<file path="config.mk">
export PLATFORM = sky130hd
export DESIGN_NAME = spi_cmd_engine
export DESIGN_NICKNAME = d
export VERILOG_FILES = /design/src/rtl/spi_cmd_pkg.sv /design/src/rtl/spi_cmd_ctrl.sv /design/src/rtl/spi_cmd_dp.sv /design/src/rtl/spi_cmd_engine.sv
export SDC_FILE = /design/constraint.sdc
export NUM_CORES = 1
export LEC_CHECK = 0
export BUFFER_PORTS_ARGS = -buffer_cell sky130_fd_sc_hd__buf_4
export CAP_MARGIN = 10
export CORE_UTILIZATION = 40
export DETAILED_ROUTE_END_ITERATION = 7
export PLACE_DENSITY = 0.55
export SLEW_MARGIN = 20
export SYNTH_ARGS = -nofsm -noshare
export SYNTH_HDL_FRONTEND = slang
export SYNTH_HIERARCHICAL = 1
export SYNTH_SLANG_ARGS = --single-unit
</file>
<file path="constraint.sdc">
create_clock -name clk -period 4.2 [get_ports clk]
set_clock_uncertainty 0.2 [all_clocks]
set_input_delay 0.42 -clock clk [delete_from_list [all_inputs] [get_ports clk]]
set_output_delay 0.42 -clock clk [all_outputs]
set_load 0.05 [all_outputs]
</file>
<file path="src/rtl/spi_cmd_pkg.sv">
package spi_cmd_pkg;
  // One length nibble per direction; buffers sized to the largest count.
  localparam int NIB_W = 4;
  localparam int FIFO_DEPTH = 2 ** NIB_W;
  localparam int PTR_W = NIB_W;
  localparam int CNT_W = $clog2(2 * FIFO_DEPTH + 1);

  typedef enum logic [1:0] {
    ST_IDLE,
    ST_LEAD,
    ST_XFER,
    ST_TAIL
  } engState_t;

  // Strobes from control to datapath, all single-cycle.
  typedef struct packed {
    logic start;     // load command byte, rewind all pointers
    logic clrPtr;    // rewind host-side pointers
    logic txPush;    // store host byte into transmit buffer
    logic rxPop;     // advance receive read pointer
    logic loadNext;  // load next transmit byte into shifter
    logic loadZero;  // load filler byte for read phase
    logic shift;     // advance MOSI by one bit
    logic sample;    // capture one MISO bit
    logic store;     // commit captured byte to receive buffer
  } dpStrobe_t;
endpackage

</file>
<file path="src/rtl/spi_cmd_ctrl.sv">
module spi_cmd_ctrl
  import spi_cmd_pkg::*;
#(
  parameter int CLK_DIV = 4,
  parameter logic [7:0] ADDR_TX = 8'h90,
  parameter logic [7:0] ADDR_RX = 8'h91,
  parameter logic [7:0] ADDR_LEN = 8'h92,
  parameter logic [7:0] ADDR_CTRL = 8'h93,
  parameter logic [7:0] ADDR_LOCK = 8'hB3,
  parameter logic [7:0] KEY_ARM = 8'h10,
  parameter logic [7:0] KEY_DISARM = 8'h00
) (
  input  logic       clk,
  input  logic       rstN,
  input  logic       regWrEn,
  input  logic       regRdEn,
  input  logic [7:0] regAddr,
  input  logic [7:0] regWrData,
  input  logic [7:0] rxData,
  output logic [7:0] regRdData,
  output logic       sclk,
  output logic       csN,
  output logic       busy,
  output logic       unlocked,
  output dpStrobe_t  strb
);
  localparam int DIV_W = (CLK_DIV > 1) ? $clog2(CLK_DIV) : 1;
  localparam logic [DIV_W-1:0] DIV_LAST = DIV_W'(CLK_DIV - 1);
  localparam logic [CNT_W-1:0] ONE = CNT_W'(1);

  engState_t state;
  logic [DIV_W-1:0] divCnt;
  logic [2:0] bitCnt;
  logic [CNT_W-1:0] byteCnt;
  logic [CNT_W-1:0] wrBytes;
  logic [CNT_W-1:0] totalBytes;
  logic [7:0] lenReg;

  logic ctrlWr, go, tick, lastByte, inRead, moreWrite;
  logic [CNT_W-1:0] nextWr, nextRd;

  assign busy = (state != ST_IDLE);
  assign ctrlWr = regWrEn && (regAddr == ADDR_CTRL);
  assign go = ctrlWr && regWrData[0] && unlocked && !busy;
  assign tick = busy && (divCnt == DIV_LAST);
  assign lastByte = (byteCnt == totalBytes - ONE);
  assign inRead = (byteCnt >= wrBytes);
  assign moreWrite = ((byteCnt + ONE) < wrBytes);
  assign nextWr = CNT_W'(lenReg[NIB_W-1:0]) + ONE;
  assign nextRd = regWrData[2] ? '0 : CNT_W'(lenReg[7:NIB_W]) + ONE;

  // Key register and length register.
  always_ff @(posedge clk) begin
    if (!rstN) begin
      unlocked <= 1'b0;
      lenReg <= '0;
    end else if (regWrEn) begin
      if (regAddr == ADDR_LOCK) begin
        if (regWrData == KEY_ARM) unlocked <= 1'b1;
        else if (regWrData == KEY_DISARM) unlocked <= 1'b0;
      end
      if (regAddr == ADDR_LEN) lenReg <= regWrData;
    end
  end

  // Transaction sequencer.
  always_ff @(posedge clk) begin
    if (!rstN) begin
      state <= ST_IDLE;
      divCnt <= '0;
      bitCnt <= '0;
      byteCnt <= '0;
      wrBytes <= '0;
      totalBytes <= '0;
      sclk <= 1'b0;
      csN <= 1'b1;
    end else if (go) begin
      state <= ST_LEAD;
      divCnt <= '0;
      bitCnt <= '0;
      byteCnt <= '0;
      wrBytes <= nextWr;
      totalBytes <= nextWr + nextRd;
      sclk <= 1'b0;
      csN <= 1'b0;
    end else begin
      if (busy) divCnt <= tick ? '0 : divCnt + DIV_W'(1);
      unique case (state)
        ST_LEAD: if (tick) state <= ST_XFER;
        ST_XFER: begin
          if (tick) begin
            if (!sclk) begin
              sclk <= 1'b1;
            end else begin
              sclk <= 1'b0;
              if (bitCnt == 3'd7) begin
                bitCnt <= '0;
                if (lastByte) state <= ST_TAIL;
                else byteCnt <= byteCnt + ONE;
              end else begin
                bitCnt <= bitCnt + 3'd1;
              end
            end
          end
        end
        ST_TAIL: begin
          if (tick) begin
            state <= ST_IDLE;
            csN <= 1'b1;
          end
        end
        default: ;
      endcase
    end
  end

  // Strobes to the datapath.
  always_comb begin
    strb = '0;
    strb.start = go;
    strb.clrPtr = ctrlWr && regWrData[1] && !busy && !go;
    strb.txPush = regWrEn && (regAddr == ADDR_TX) && !busy;
    strb.rxPop = regRdEn && (regAddr == ADDR_RX) && !busy;
    if (state == ST_XFER && tick) begin
      if (!sclk) begin
        strb.sample = 1'b1;
      end else if (bitCnt != 3'd7) begin
        strb.shift = 1'b1;
      end else begin
        strb.store = inRead;
        if (!lastByte) begin
          strb.loadNext = moreWrite;
          strb.loadZero = !moreWrite;
        end
      end
    end
  end

  // Read mux.
  always_comb begin
    if (regAddr == ADDR_RX) regRdData = rxData;
    else if (regAddr == ADDR_LEN) regRdData = lenReg;
    else if (regAddr == ADDR_CTRL) regRdData = {7'd0, busy};
    else if (regAddr == ADDR_LOCK) regRdData = unlocked ? KEY_ARM : KEY_DISARM;
    else regRdData = '0;
  end
endmodule

</file>
<file path="src/rtl/spi_cmd_dp.sv">
module spi_cmd_dp
  import spi_cmd_pkg::*;
(
  input  logic       clk,
  input  logic       rstN,
  input  dpStrobe_t  strb,
  input  logic [7:0] hostByte,
  input  logic       miso,
  output logic       mosi,
  output logic [7:0] rxData
);
  logic [7:0] txMem [FIFO_DEPTH];
  logic [7:0] rxMem [FIFO_DEPTH];
  logic [PTR_W:0] txWrPtr;  // one extra bit marks a full buffer
  logic [PTR_W-1:0] txRdPtr;
  logic [PTR_W-1:0] rxWrPtr;
  logic [PTR_W-1:0] rxRdPtr;
  logic [7:0] txShift;
  logic [7:0] rxShift;
  logic txFull;

  assign txFull = txWrPtr[PTR_W];
  assign mosi = txShift[7];
  assign rxData = rxMem[rxRdPtr];

  always_ff @(posedge clk) begin
    if (strb.txPush && !txFull) txMem[txWrPtr[PTR_W-1:0]] <= hostByte;
    if (strb.store) rxMem[rxWrPtr] <= rxShift;
  end

  always_ff @(posedge clk) begin
    if (!rstN) begin
      txWrPtr <= '0;
      txRdPtr <= '0;
      rxWrPtr <= '0;
      rxRdPtr <= '0;
      txShift <= '0;
      rxShift <= '0;
    end else begin
      if (strb.start) begin
        txShift <= txMem[0];
        txRdPtr <= PTR_W'(1);
        txWrPtr <= '0;
        rxWrPtr <= '0;
        rxRdPtr <= '0;
      end else begin
        if (strb.clrPtr) begin
          txWrPtr <= '0;
          rxRdPtr <= '0;
        end else begin
          if (strb.txPush && !txFull) txWrPtr <= txWrPtr + 1'b1;
          if (strb.rxPop) rxRdPtr <= rxRdPtr + 1'b1;
        end
        if (strb.loadNext) begin
          txShift <= txMem[txRdPtr];
          txRdPtr <= txRdPtr + 1'b1;
        end else if (strb.loadZero) begin
          txShift <= '0;
        end else if (strb.shift) begin
          txShift <= {txShift[6:0], 1'b0};
        end
        if (strb.sample) rxShift <= {rxShift[6:0], miso};
        if (strb.store) rxWrPtr <= rxWrPtr + 1'b1;
      end
    end
  end
endmodule

</file>
<file path="src/rtl/spi_cmd_engine.sv">
module spi_cmd_engine
  import spi_cmd_pkg::*;
#(
  parameter int CLK_DIV = 4,
  parameter logic [7:0] ADDR_TX = 8'h90,
  parameter logic [7:0] ADDR_RX = 8'h91,
  parameter logic [7:0] ADDR_LEN = 8'h92,
  parameter logic [7:0] ADDR_CTRL = 8'h93,
  parameter logic [7:0] ADDR_LOCK = 8'hB3
) (
  input  logic       clk,
  input  logic       rstN,
  input  logic       regWrEn,
  input  logic       regRdEn,
  input  logic [7:0] regAddr,
  input  logic [7:0] regWrData,
  output logic [7:0] regRdData,
  output logic       spiSclk,
  output logic       spiCsN,
  output logic       spiMosi,
  input  logic       spiMiso
);
  dpStrobe_t strb;
  logic [7:0] rxData;
  logic busy;
  logic unlocked;

  spi_cmd_ctrl #(
    .CLK_DIV(CLK_DIV),
    .ADDR_TX(ADDR_TX),
    .ADDR_RX(ADDR_RX),
    .ADDR_LEN(ADDR_LEN),
    .ADDR_CTRL(ADDR_CTRL),
    .ADDR_LOCK(ADDR_LOCK)
  ) u_ctrl (
    .clk(clk),
    .rstN(rstN),
    .regWrEn(regWrEn),
    .regRdEn(regRdEn),
    .regAddr(regAddr),
    .regWrData(regWrData),
    .rxData(rxData),
    .regRdData(regRdData),
    .sclk(spiSclk),
    .csN(spiCsN),
    .busy(busy),
    .unlocked(unlocked),
    .strb(strb)
  );

  spi_cmd_dp u_dp (
    .clk(clk),
    .rstN(rstN),
    .strb(strb),
    .hostByte(regWrData),
    .miso(spiMiso),
    .mosi(spiMosi),
    .rxData(rxData)
  );
endmodule

</file>
=== Yosys cells after proc, flatten, opt, wreduce, memory -nomap -nowiden ===
Memory sizes are Yosys's and may differ from the RTL's. A register that Yosys moved wholly into a read port is not among the register bits.
Index checks and enable logic that the tools add are counted.

* Flip-flop bits (word level): 69
* Memory bits (writable): 256
* Input bits: 21
* Output and inout port bits: 11
* Word-level logic and storage cells: 140
* Memories: 2

{| class="wikitable"
|+ Memories
! name !! depth !! bits a word !! rd ports !! clocked after memory_dff !! wr ports !! line !! RTL
|-
| u_dp.rxMem || 16 || 8 || 1 || 1 || 1 || spi_cmd_dp.sv:13 || <nowiki>logic [7:0] rxMem [FIFO_DEPTH];</nowiki>
|-
| u_dp.txMem || 16 || 8 || 2 || 0 || 1 || spi_cmd_dp.sv:12 || <nowiki>logic [7:0] txMem [FIFO_DEPTH];</nowiki>
|}

* $add $sub $neg: 11
* $lt $le $gt $ge: 2
* Eq/ne operators: 25
* Multiplexer cells: 41
* Bitwise gates (word level): 3
* Reductions and logical operators: 38

{| class="wikitable"
|+ Operator list
! cell !! count
|-
| $mux 8 || 8
|-
| $eq 8x8->1 const B || 5
|-
| $mux 2 || 9
|-
| $ne 3x1->1 const B || 6
|-
| $mux 1 || 16
|-
| $logic_and 1x1->1 || 14
|-
| $reduce_and 7->1 || 2
|-
| $add 4x1->4 const B || 3
|-
| $ne 2x1->1 const B || 6
|-
| $add 4x1->5 const B || 2
|-
| $mux 5 || 2
|-
| $reduce_bool 2->1 || 5
|-
| $eq 8x5->1 const B || 1
|-
| $logic_not 8->1 || 1
|-
| $mux 4 || 2
|-
| $reduce_and 2->1 || 4
|-
| $reduce_bool 4->1 || 2
|-
| $add 6x1->6 const B || 1
|-
| $add 6x6->6 || 1
|-
| $eq 2x2->1 const B || 3
|-
| $eq 6x6->1 || 1
|-
| $ge 6x6->1 || 1
|-
| $lt 6x6->1 || 1
|-
| $mux 3 || 2
|-
| other kinds (16) || 22
|}

=== Depth between registers and ports, before layout ===
* Depth after elaboration: 11
* Gate-level depth with buffers: 13
* Mapped depth without buffers: 11

=== Cells and area by module ===
The synthesis kept the hierarchy.

{| class="wikitable"
|+ By module, submodules not included
! module !! instances !! cells an instance !! area an instance (um2)
|-
| spi_cmd_dp || 1 || 633 || 11672.4
|-
| spi_cmd_ctrl || 1 || 297 || 2391.0
|}

=== Worst setup path after synthesis ===
No wires, ideal clock.

* Kind: register -> register
* Start point: register u_ctrl.totalBytes[0]
* End point: register u_dp.txShift[0]
* Setup time: 120 ps
* Arrival: 2770 ps
* Data required time: 3880 ps
* Path slack: 1111 ps
* Cell stages (with the launch flop): 14
* Period minus slack after synthesis: 3089 ps
* Cells stage by stage: dfxtp_1 inv_1 ha_1 xnor2_1 a21o_1 o21ai_1 a21oi_2 and3_1 buf_6 or4_1 buf_2 o21ai_4 nor3_2 a211o_1

{| class="wikitable"
|+ RTL lines
! item !! line !! RTL
|-
| start, declared || spi_cmd_ctrl.sv:36 || <nowiki>logic [CNT_W-1:0] totalBytes;</nowiki>
|-
| start signal, assigned || spi_cmd_ctrl.sv:83 || <nowiki>totalBytes <= nextWr + nextRd;</nowiki>
|-
| end signal, assigned || spi_cmd_dp.sv:41 || <nowiki>txShift <= txMem[0];</nowiki>
|-
| end signal, assigned || spi_cmd_dp.sv:55 || <nowiki>txShift <= txMem[txRdPtr];</nowiki>
|-
| end signal, assigned || spi_cmd_dp.sv:60 || <nowiki>txShift <= {txShift[6:0], 1'b0};</nowiki>
|-
| end, declared || spi_cmd_dp.sv:18 || <nowiki>logic [7:0] txShift;</nowiki>
|}

==> flow_summary.json <==
{
  "status": "finished, final reports clean",
  "fmax_mhz": 270.1,
  "r2r_end": "u_dp/txShift[7]$_SDFFE_PN0P_",
  "fin_util": 0.4600,
  "grt_pass1_wl_um": 46220,
  "netlist_area_um2": 14060,
  "cts_sinks": 328,
  "htreeDepth": 2,
  "power_per_cell_area_nw_per_um2": 415.8,
  "avgSynthCellArea_um2": 15.12,
  "finalWeightedCongestion": 0.8193,
  "syn_inst": 930,
  "synth_common_cells": "edfxtp_1, dfxtp_1, nor2_1",
  "grt_pass1_vias": 7790,
  "cts_inserted_buffers": 38,
  "synthTopCellsByArea": "edfxtp_1, dfxtp_1, mux4_1",
  "r2r_start": "u_ctrl/byteCnt[0]$_SDFFE_PP0P_",
  "grtUsageMet3": 0.03040,
  "die_y_um": 189.5,
  "min-delay-start": "regWrData[6]",
  "synth-async-reset-ratio": 0,
  "placement_rows": 68,
  "drv_cap": 0,
  "remaining_drc_errors": 0,
  "antenna_found_initial": 1,
  "setup_violations": 0,
  "grt_max_degree": 43,
  "power.leakage_nw": 5.289,
  "hold_violations": 0,
  "ys_types": 61,
  "wl_um": 29770,
  "reg2reg_setup_slack_ns": 0.73,
  "insertion_delay_ns": 0.53,
  "yosys.area.top_type": "edfxtp_1",
  "criticalPathCategory": "reg2out",
  "grt_use_met1": 0.2291,
  "endpoint_kind": "primary output",
  "min_delay_path_depth": 1,
  "portBuffers": 31,
  "grt_overflow": 0,
  "cts_resized": 0,
  "slew_headroom": 0.3278,
  "cts_root_buffer": "clkbuf_16",
  "syn_to_final_growth_pct": 13.00,
  "gr-usage-all-layers": 0.1707,
  "clkTransAtPathRegs_ns": 0.06,
  "nNetsFinal": 1033,
  "critPathSlowestCell": "dfxtp_2",
  "cts_tree": "yes",
  "postCtsSetupBuffers": 0,
  "drive_above_1_share": 0.1413,
  "cp_slowest_stage_delay_ns": 0.61,
  "ys_ff_latch": 328,
  "synth-edff-count": 256,
  "tns_ns": 0,
  "finalMaxSlewViolations": 0,
  "initial_core_util": 0.4071,
  "timing.final.crit_share": 0.8814,
  "arrival_ns": 3.08,
  "min_to": "u_dp/txMem[4][6]$_DFFE_PP_",
  "grt_util_met2": 0.2805,
  "first_pass_iters": 7,
  "vias": 7624,
  "yosysMostFrequentCell": "edfxtp_1",
  "fp.dieW_um": 189.5,
  "antenna_left": 0,
  "drt_iter0_markers": 472,
  "synth_top_area_frac": 0.5466,
  "hold_slack_ns": 0.07487,
  "dp_hpwl_um": 20310,
  "ctsLongestPathBuffers": 3,
  "gr-max-usage-layer": "met2",
  "finalCriticalPeriod_ns": 3.702,
  "rsz0062_at_grt": "false",
  "crit_required_ns": 3.58,
  "ir_drop_v": 0.0003039,
  "synth_nets": 984,
  "core-area_um2": 34540,
  "synthFlopType": "edfxtp_1",
  "cp-start-kind": "register",
  "via_per_inst": 5.218,
  "ys_seq_area_frac": 0.6491,
  "wire_per_inst_um": 20.38,
  "die_area_um2": 35910,
  "cp_max_fo": 14,
  "crit_chain": "buf_4 > mux4_1 > mux4_2 > nor2_1 > a21oi_1 > a22oi_1 > nor2_1 > buf_4",
  "rr_worst_depth": 11,
  "tightest_slew_ns": 1.006,
  "yosysWarnings": 6,
  "min_path_type": "in2reg",
  "ios": 32
}
[report_power, final]
part / total, mW / internal, mW / switching (mW)
clock network: 3.06 / 1.81 / 1.25
logic: 0.0784 / 0.0234 / 0.0549
registers: 3.47 / 3.47 / 0.000385
[cell type report]
| type | count | area (um2) |
|---|---|---|
| Antenna cell | 1 | 2.502 |
| Clock buffer | 50 | 1006 |
| Clock inverter | 16 | 138.9 |
| Fill cell | 3110 | 18650 |
| Inverter | 21 | 78.83 |
| Multi-Input combinational cell | 538 | 4572 |
| Sequential cell | 328 | 9131 |
| Tap cell | 455 | 569.3 |
| Timing Repair Buffer | 52 | 392.9 |
[metrics by stage]
step	area, um2	total power [mW]	setup slack, ns	std cells
final	15890	6.607	0.4981	1461
after global routing	15890	6.811	0.3114	1460
after CTS	15890	6.687	0.4530	1460
after detailed placement	14730	3.621	0.7369	1393
after global placement	14730	3.621	0.7804	1393
after floorplan	14060	3.565	1.111	930
[logic make-up (layout without fill, tap and decap cells)]
group | after synthesis | after routing | synth area share
compound gates | 119 | 119 | 0.05481
xor+xnor | 35 | 35 | 0.02180
fa+ha+maj | 33 | 33 | 0.02989
buf+inv | 64 | 139 | 0.02616
flops | 328 | 328 | 0.6491
mux | 111 | 111 | 0.1317
other cells | 0 | 1 | 0
simple gates | 240 | 240 | 0.08657
[how the worst max path moves through the flow]
stage | end | slack (ns) | cells after the start
after floorplan | u_dp/txShift[0]$_SDFFE_PN0P_ | 1.11 | 13
after global placement | u_dp/txMem[6][1]$_DFFE_PP_ | 0.78 | 8
after detailed placement | u_dp/txShift[7]$_SDFFE_PN0P_ | 0.74 | 11
after CTS | regRdData[4] | 0.45 | 8
after global routing | regRdData[0] | 0.31 | 8
final | regRdData[0] | 0.50 | 8
[per-layer routing]
| metal | share of wire | vias to the layer above |
|---|---|---|
| li1 | - | 3639 |
| met1 | 0.46 | 3802 |
| met2 | 0.48 | 129 |
| met3 | 0.037 | 54 |
| met4 | 0.025 | 0 |
| met5 | 0 | - |
[placed cells by master, fill, tap and decap left out, types with 3 or more instances in the layout]
cell,n
a211oi_1,3
a21boi_0,14
a21o_1,5
a21oi_1,27
a221oi_1,7
a22oi_1,13
a31oi_1,10
and2_1,19
and3_1,6
buf_4,51
clkbuf_1,11
clkbuf_16,38
clkinv_1,9
clkinv_2,3
dfxtp_1,70
edfxtp_1,256
ha_1,32
inv_1,20
mux2i_1,59
mux4_1,24
mux4_2,28
nand2_1,57
nand2b_1,7
nand3_1,17
nand4_1,5
nor2_1,64
nor2b_1,28
nor3_1,16
nor3_2,3
nor4_1,3
o21a_1,4
o21ai_0,26
xnor2_1,17
xor2_1,18
[worst max-delay path, delay by kind of cell, from the launching register on]
family	cells	cell delay [ns]
buffers and inverters	2	0.52
flip-flops	1	0.61
AO/OA/AOI/OAI	2	0.20
AND/OR/NAND/NOR	2	0.16
multiplexers	2	1.06
[state kept, by name, indices dropped and copies added, names as in the netlist, 6 cells and up, named ones only]
name / count
u_ctrl/lenReg: 8
u_dp/rxMem: 128
u_ctrl/totalBytes: 6
u_ctrl/byteCnt: 6
u_dp/rxShift: 8
u_dp/txShift: 8
u_dp/txMem: 128
[repair_timing]
action                     in CTS  in global routing
setup endpoints to repair       0                  0
hold endpoints to repair        1                  0
hold buffers                    1                  0
Note: power is estimated with default switching activity, not from simulation.
